File: src/rtl/pfc_iloop_pkg.sv
package pfc_iloop_pkg;
  typedef enum logic [2:0] {
    ST_IDLE,
    ST_L1,
    ST_W1,
    ST_L2,
    ST_W2,
    ST_PI
  } pfc_st_e;
endpackage

File: src/rtl/pfc_seq_div.sv
// Restoring unsigned divider, one quotient bit per clock; fin pulses NW clocks after go.
module pfc_seq_div #(
  parameter int NW = 32,
  parameter int DW = 17
) (
  input  logic          clk,
  input  logic          rst_n,
  input  logic          go,
  input  logic [NW-1:0] num,
  input  logic [DW-1:0] den,
  output logic [NW-1:0] quo,
  output logic          fin
);
  localparam int CW = $clog2(NW + 1);

  logic [DW:0]   rem_q, rem_d, rem_sh;
  logic [NW-1:0] quo_q, quo_d;
  logic [DW-1:0] den_q, den_d;
  logic [CW-1:0] cnt_q, cnt_d;
  logic          fin_q, fin_d, step_en;

  assign step_en = go || (cnt_q != '0);
  assign rem_sh  = {rem_q[DW-1:0], quo_q[NW-1]};

  always_comb begin
    rem_d = rem_q;
    quo_d = quo_q;
    den_d = den_q;
    cnt_d = cnt_q;
    fin_d = 1'b0;
    if (go) begin
      rem_d = '0;
      quo_d = num;
      den_d = den;
      cnt_d = CW'(NW);
    end else if (cnt_q != '0) begin
      if (rem_sh >= {1'b0, den_q}) begin
        rem_d = rem_sh - {1'b0, den_q};
        quo_d = {quo_q[NW-2:0], 1'b1};
      end else begin
        rem_d = rem_sh;
        quo_d = {quo_q[NW-2:0], 1'b0};
      end
      cnt_d = cnt_q - 1'b1;
      fin_d = (cnt_q == CW'(1));
    end
  end

  always_ff @(posedge clk or negedge rst_n) begin
    if (!rst_n) begin
      rem_q <= '0;
      quo_q <= '0;
      den_q <= '0;
      cnt_q <= '0;
      fin_q <= 1'b0;
    end else begin
      fin_q <= fin_d;
      if (step_en) begin
        rem_q <= rem_d;
        quo_q <= quo_d;
        den_q <= den_d;
        cnt_q <= cnt_d;
      end
    end
  end

  assign quo = quo_q;
  assign fin = fin_q;
endmodule

File: src/rtl/pfc_sense_conv.sv
// Mirrors the inverted sense code, scales it and removes the offset.
module pfc_sense_conv #(
  parameter int ADC_W = 12,
  parameter int OFS_W = 16,
  parameter int SH    = 3,
  parameter int MW    = 18
) (
  input  logic [ADC_W-1:0]        adc,
  input  logic signed [OFS_W-1:0] ofs,
  output logic signed [MW-1:0]    meas
);
  logic signed [MW-1:0] mirror_x;
  assign mirror_x = $signed(MW'({~adc, {SH{1'b0}}}));
  assign meas     = mirror_x - MW'(ofs);
endmodule

File: src/rtl/pfc_pi_stage.sv
// Error, clamped integrator, PI shift, feed-forward sum and output clamp.
module pfc_pi_stage #(
  parameter int IRW   = 15,
  parameter int MW    = 18,
  parameter int GW    = 16,
  parameter int ACC_W = 40,
  parameter int FFW   = 33,
  parameter int PW    = 16,
  parameter int PI_SH = 16
) (
  input  logic [IRW-1:0]          iref,
  input  logic signed [MW-1:0]    meas,
  input  logic signed [ACC_W-1:0] integ_q,
  input  logic [GW-1:0]           kp,
  input  logic [GW-1:0]           ki,
  input  logic signed [ACC_W-1:0] lo,
  input  logic signed [ACC_W-1:0] hi,
  input  logic signed [FFW-1:0]   ff,
  input  logic [PW-1:0]           pmax,
  output logic signed [ACC_W-1:0] integ_d,
  output logic [PW-1:0]           pwm_d
);
  localparam int EW  = ((IRW > MW) ? IRW : MW) + 2;
  localparam int PRW = EW + GW + 1;
  localparam int M1  = (ACC_W > PRW) ? ACC_W : PRW;
  localparam int SW  = ((M1 > FFW) ? M1 : FFW) + 3;

  logic signed [SW-1:0] err, kp_x, ki_x, pki, pkp, isum, psum, tot;
  logic signed [SW-1:0] hi_x, lo_x, pmax_x;

  always_comb begin
    err    = $signed(SW'(iref)) - SW'(meas);
    kp_x   = $signed(SW'(kp));
    ki_x   = $signed(SW'(ki));
    pki    = err * ki_x;
    pkp    = err * kp_x;
    hi_x   = SW'(hi);
    lo_x   = SW'(lo);
    isum   = SW'(integ_q) + pki;
    if (isum > hi_x)      integ_d = hi;
    else if (isum < lo_x) integ_d = lo;
    else                  integ_d = isum[ACC_W-1:0];
    psum   = pkp + SW'(integ_d);
    tot    = (psum >>> PI_SH) + SW'(ff);
    pmax_x = $signed(SW'(pmax));
    if (tot[SW-1])        pwm_d = '0;
    else if (tot > pmax_x) pwm_d = pmax;
    else                  pwm_d = tot[PW-1:0];
  end
endmodule

File: src/rtl/pfc_iloop.sv
module pfc_iloop
  import pfc_iloop_pkg::*;
#(
  parameter int ADC_W   = 12,
  parameter int VW      = 16,
  parameter int SINE_W  = 15,
  parameter int ACC_W   = 40,
  parameter int REF_SH  = 17,
  parameter int PI_SH   = 16,
  parameter int VIN_SH  = 6,
  parameter int ADC_SH  = 3
) (
  input  logic                    clk,
  input  logic                    rst_n,
  input  logic                    start,
  input  logic [VW-1:0]           v_loop,
  input  logic [SINE_W-1:0]       sine_ph,
  input  logic [VW-1:0]           vin_mag,
  input  logic [ADC_W-1:0]        adc_raw,
  input  logic signed [VW-1:0]    i_ofs,
  input  logic [VW-1:0]           kp,
  input  logic [VW-1:0]           ki,
  input  logic signed [ACC_W-1:0] integ_lo,
  input  logic signed [ACC_W-1:0] integ_hi,
  input  logic [VW-1:0]           vlink_ref,
  input  logic [VW-1:0]           pwm_max,
  output logic                    done,
  output logic [VW-1:0]           pwm
);
  localparam int NW  = (VW + SINE_W > 2 * VW) ? VW + SINE_W : 2 * VW;
  localparam int DW  = VW + 1;
  localparam int IRW = NW - REF_SH;
  localparam int MW  = ((ADC_W + ADC_SH > VW) ? ADC_W + ADC_SH : VW) + 2;
  localparam int FFW = NW + 1;

  pfc_st_e st_q, st_d;
  logic [NW-1:0]           num1_q, num2_q, num1_w, num2_w, div_num, div_q;
  logic [DW-1:0]           den1_q, den1_w, div_den;
  logic [VW-1:0]           vlink_q, mag_w;
  logic                    ffneg_q, div_go, div_fin, done_q, busy_w;
  logic signed [VW:0]      diff_w, neg_w;
  logic signed [MW-1:0]    meas_q, meas_w;
  logic [IRW-1:0]          iref_q;
  logic signed [FFW-1:0]   ff_q, ff_w, qx_w;
  logic signed [ACC_W-1:0] integ_q, integ_w;
  logic [VW-1:0]           pwm_q, pwm_w;
  logic                    cap_en, ref_en, ff_en, upd_en;

  assign busy_w = (st_q != ST_IDLE);
  assign cap_en = start && !busy_w;
  assign ref_en = (st_q == ST_W1) && div_fin;
  assign ff_en  = (st_q == ST_W2) && div_fin;
  assign upd_en = (st_q == ST_PI);

  // Operand preparation on the start edge
  assign num1_w = {{(NW-VW){1'b0}}, v_loop} * {{(NW-SINE_W){1'b0}}, sine_ph};
  assign den1_w = {1'b0, vin_mag} + DW'(1);
  assign diff_w = $signed({1'b0, vlink_ref}) - $signed({1'b0, (vin_mag >> VIN_SH)});
  assign neg_w  = -diff_w;
  assign mag_w  = diff_w[VW] ? neg_w[VW-1:0] : diff_w[VW-1:0];
  assign num2_w = {{(NW-VW){1'b0}}, mag_w} * {{(NW-VW){1'b0}}, pwm_max};

  pfc_sense_conv #(.ADC_W(ADC_W), .OFS_W(VW), .SH(ADC_SH), .MW(MW)) u_sense (
    .adc (adc_raw),
    .ofs (i_ofs),
    .meas(meas_w)
  );

  // Shared divider: reference quotient first, feed-forward quotient second
  assign div_go  = (st_q == ST_L1) || (st_q == ST_L2);
  assign div_num = (st_q == ST_L1) ? num1_q : num2_q;
  assign div_den = (st_q == ST_L1) ? den1_q : {1'b0, vlink_q};

  pfc_seq_div #(.NW(NW), .DW(DW)) u_div (
    .clk  (clk),
    .rst_n(rst_n),
    .go   (div_go),
    .num  (div_num),
    .den  (div_den),
    .quo  (div_q),
    .fin  (div_fin)
  );

  assign qx_w = $signed({1'b0, div_q});
  assign ff_w = (vlink_q == '0) ? '0 : (ffneg_q ? -qx_w : qx_w);

  pfc_pi_stage #(
    .IRW(IRW), .MW(MW), .GW(VW), .ACC_W(ACC_W),
    .FFW(FFW), .PW(VW), .PI_SH(PI_SH)
  ) u_pi (
    .iref   (iref_q),
    .meas   (meas_q),
    .integ_q(integ_q),
    .kp     (kp),
    .ki     (ki),
    .lo     (integ_lo),
    .hi     (integ_hi),
    .ff     (ff_q),
    .pmax   (pwm_max),
    .integ_d(integ_w),
    .pwm_d  (pwm_w)
  );

  always_comb begin
    st_d = st_q;
    case (st_q)
      ST_IDLE: if (start)   st_d = ST_L1;
      ST_L1:                st_d = ST_W1;
      ST_W1:   if (div_fin) st_d = ST_L2;
      ST_L2:                st_d = ST_W2;
      ST_W2:   if (div_fin) st_d = ST_PI;
      ST_PI:                st_d = ST_IDLE;
      default:              st_d = ST_IDLE;
    endcase
  end

  always_ff @(posedge clk or negedge rst_n) begin
    if (!rst_n) begin
      st_q    <= ST_IDLE;
      num1_q  <= '0;
      num2_q  <= '0;
      den1_q  <= '0;
      vlink_q <= '0;
      ffneg_q <= 1'b0;
      meas_q  <= '0;
      iref_q  <= '0;
      ff_q    <= '0;
      integ_q <= '0;
      pwm_q   <= '0;
      done_q  <= 1'b0;
    end else begin
      st_q   <= st_d;
      done_q <= upd_en;
      if (cap_en) begin
        num1_q  <= num1_w;
        num2_q  <= num2_w;
        den1_q  <= den1_w;
        vlink_q <= vlink_ref;
        ffneg_q <= diff_w[VW];
        meas_q  <= meas_w;
      end
      if (ref_en) iref_q <= div_q[NW-1:REF_SH];
      if (ff_en)  ff_q   <= ff_w;
      if (upd_en) begin
        integ_q <= integ_w;
        pwm_q   <= pwm_w;
      end
    end
  end

  assign done = done_q;
  assign pwm  = pwm_q;
endmodule

File: config.mk
export PLATFORM = sky130hd
export DESIGN_NAME = pfc_iloop
export DESIGN_NICKNAME = d
export VERILOG_FILES = /design/src/rtl/pfc_iloop_pkg.sv /design/src/rtl/pfc_seq_div.sv /design/src/rtl/pfc_sense_conv.sv /design/src/rtl/pfc_pi_stage.sv /design/src/rtl/pfc_iloop.sv
export SDC_FILE = /design/constraint.sdc
export NUM_CORES = 2
export LEC_CHECK = 0
export BUFFER_PORTS_ARGS = -buffer_cell sky130_fd_sc_hd__buf_4
export CAP_MARGIN = 0
export CORE_ASPECT_RATIO = 0.9
export CORE_MARGIN = 3
export CORE_UTILIZATION = 65
export DETAILED_ROUTE_END_ITERATION = 10
export PLACE_DENSITY = 0.83
export SLEW_MARGIN = 20
export SYNTH_ARGS = -nofsm -noshare
export SYNTH_HDL_FRONTEND = slang
export SYNTH_SLANG_ARGS = --single-unit
File: constraint.sdc
create_clock -name clk -period 25.5 [get_ports clk]
set_input_delay 2.55 -clock clk [delete_from_list [all_inputs] [get_ports clk]]
set_output_delay 2.55 -clock clk [all_outputs]
set_load 0.005 [all_outputs]
==> results.py <==
metrics = {
    "place": {
        "place.port_buffers": 238,
        "place_inst": 8544,
        "placement.setup.worst_slack_ps": 3529,
        "finalWeightedCongestion": 0.9747,
        "dp_hpwl_um": 142100,
    },
    "clock_tree": {
        "post_cts_buffers": 0,
        "cts-buffers-inserted": 37,
        "clock_tree.buffer_depth": 3,
        "post_cts_resized": 0,
        "clk_pin_slew_ps": 60,
        "clk-insertion-delay-late_ps": 600,
        "cts.sink_count": 295,
        "clock_tree.htree_level_count": 2,
        "clock_tree.root_cell": "sky130_fd_sc_hd__clkbuf_16",
        "holdBufCountCts": 0,
        "clock_tree_from_tritoncts": "built",
    },
    "grt": {
        "grt_use_total_pct": 35.99,
        "global_route_congestion_overflow_total": 0,
        "grt_first_pass_wirelength_um": 292200,
        "grt_max_degree": 112,
        "first_global_vias": 55630,
        "antenna_found_initial": 5,
    },
    "timing": {
        "post-route-min-period_ps": 22250,
        "final.setup.tns_ps": 0,
        "worst_slack_ps": 3249,
        "hold_viol_final": 0,
        "rsz_0062_raised_after_global_routing": "false",
        "timing.slew.headroom_pct": 27.82,
        "finClkSkew_ps": 35.72,
        "final.period_utilization_pct": 87.26,
        "achievable-frequency_mhz": 44.94,
        "slew_at_the_pin_closest_to_its_max_slew_limit_ps": 1080,
        "final-max-slew-violation-count": 0,
        "setup_violations": 0,
    },
    "detailed_routing": {
        "vias_per_cell": 6.016,
        "post_drt_wl_per_cell_um": 20.72,
        "drc_violations_left": 0,
        "initialDrtViolationCount": 3768,
        "detail_route.wirelength_um": 178500,
        "drt.antenna.violating_nets": 0,
        "num_vias": 51830,
        "drt_first_pass_iters": 8,
    },
    "yosys": {
        "post-synth-top-count-cell": "sky130_fd_sc_hd__inv_1",
        "syn_area_mm2": 0.06415,
        "synth-edff-count": 0,
        "synth_largest_area_cell": "sky130_fd_sc_hd__fa_1",
        "synth.ff_latch_count": 295,
        "synth_top_flop_cell": "sky130_fd_sc_hd__dfrtp_1",
        "synth.avg_cell_area_um2": 8.783,
        "synth-seq-area-share_pct": 11.51,
        "synth.top_cells.by_count": "sky130_fd_sc_hd__inv_1, sky130_fd_sc_hd__fa_1, sky130_fd_sc_hd__nand2_1, sky130_fd_sc_hd__ha_1, sky130_fd_sc_hd__and2_1",
        "async_flop_share_pct": 100.0,
        "syn_inst": 7304,
        "synth_area_leaders": "sky130_fd_sc_hd__fa_1, sky130_fd_sc_hd__ha_1, sky130_fd_sc_hd__dfrtp_1",
        "synth_top_area_share_pct": 34.58,
        "synth.net_count": 9241,
        "synth_cell_types": 83,
        "ys.warnings.count": 0,
    },
    "worst_setup_path": {
        "cp_slowest_stage_delay_ps": 780,
        "critical_path_buf_inv_count": 10,
        "critical_path.max_fanout": 32,
        "cp.required_ps": 25910,
        "timing.critical_path.from_type": "register",
        "setup.reg_to_reg.worst_slack_ps": 3250,
        "critical_path.most_common_cell": "sky130_fd_sc_hd__fa_1",
        "worstSetupPathType": "reg2reg",
        "critical_path.slowest_cell": "sky130_fd_sc_hd__mux2_2",
        "critPathTopFamily": "adder cells",
        "timing.critical_path.to_type": "register",
        "cp_data_arrival_time_ps": 22660,
    },
    "floorplan": {
        "floorplan.core_area_mm2": 0.09716,
        "die-area_mm2": 0.1025,
        "num_rows": 108,
        "die_h_um": 304.0,
        "die_x_um": 337.1,
        "pin_count": 239,
        "floorplan.initialDensity_pct": 66.03,
    },
    "status": {
        "result_of_the_run": "finished, final reports clean",
    },
    "min_path": {
        "hold_class": "reg2reg",
    },
    "cells_and_area": {
        "finish.net_count": 9255,
        "layout.cells.non_filler": 8615,
        "area_growth_pct": 6.236,
        "final_layout_size_suffix_gt1_share_pct": 6.358,
    },
    "job": {
        "max_cap_viol_count": 0,
    },
}
-- cells by family after synthesis --
logic type / share of synthesized area [%]
DFF: 11.51
buffers and inverters: 10.50
adders and majority gates: 46.42
muxes: 1.941
xor gates and xnor gates: 3.509
AOI/OAI and AO/OA: 10.26
and+or+nand+nor: 15.87
-- worst register-to-register path: cells and delay by family (launching register included) --
| kind | cells | cell delay, ps |
|---|---|---|
| adders and majority gates | 18 | 7960 |
| AOI/OAI and AO/OA | 34 | 7510 |
| and+or+nand+nor | 16 | 4060 |
| muxes | 2 | 1070 |
| buffers and inverters | 10 | 780 |
| DFF | 1 | 380 |
| xor gates and xnor gates | 2 | 340 |
-- cells in the final DEF (no fill, tap or decap), drive strengths merged, types with 61 or more instances in the layout --
master,n
nand2,976
mux2i,67
fa,1108
and3,70
nand3,132
a21o,93
buf,297
and2,360
a21oi,218
nor3,69
xnor2,155
inv,1469
ha,607
dfrtp,295
nor2,188
a211oi,61
o21ai,308
xor2,102
a31oi,63
nor2b,79
-- cell type report --
type,count,area (um^2)
Multi-Input combinational cell,5224,50220
Sequential cell,295,7382
Clock inverter,17,175.2
Antenna cell,5,12.51
Tap cell,1265,1583
Fill cell,7378,29010
Inverter,1463,5492
Clock buffer,49,1052
Timing Repair Buffer,297,2237
-- sequential cells by signal, indices dropped and copies added (netlist names) --
register     count
den1_q          17
u_div.cnt_q      6
u_div.quo       32
done             1
st_q             3
u_div.rem_q     17
ff_q            33
u_div.den_q     17
vlink_q         16
num1_q          31
u_div.fin        1
integ_q         40
meas_q          17
ffneg_q          1
iref_q          15
num2_q          32
pwm             16
-- per-stage QoR --
stage                     area (um^2)  utilization, %  hold slack (ps)
after floorplan                 64150               -            438.0
after global placement          66900           68.86            457.5
after detailed placement        66900           68.86            464.4
after CTS                       68130           70.12            478.6
after global routing            68140           70.13            503.1
final                           68150           70.14            475.3
-- worst paths after layout --
path | start | to | cells after the start
setup / recovery | meas_q[0] | pwm[15] | 82
setup reg to reg | meas_q[0] | pwm[15] | 82
hold reg to reg | num2_q[8] | num2_q[8] | 2
max in group asynchronous | rst_n | num1_q[30] | 2
hold / removal | num2_q[8] | num2_q[8] | 2
min in group asynchronous | rst_n | pwm[5] | 1
-- per-layer routing --
layer  global-route usage, %  vias to the layer above  wire [um]
met5                       0                        -         33
met4                   18.02                        4      10600
li1                        -                    23100          -
met2                   59.69                     2488      85750
met1                   44.82                    25600      66550
met3                   7.348                      632      15580
Power is not shown: default switching activity piles up to over one toggle a cycle in this logic, so the estimate is an artifact.
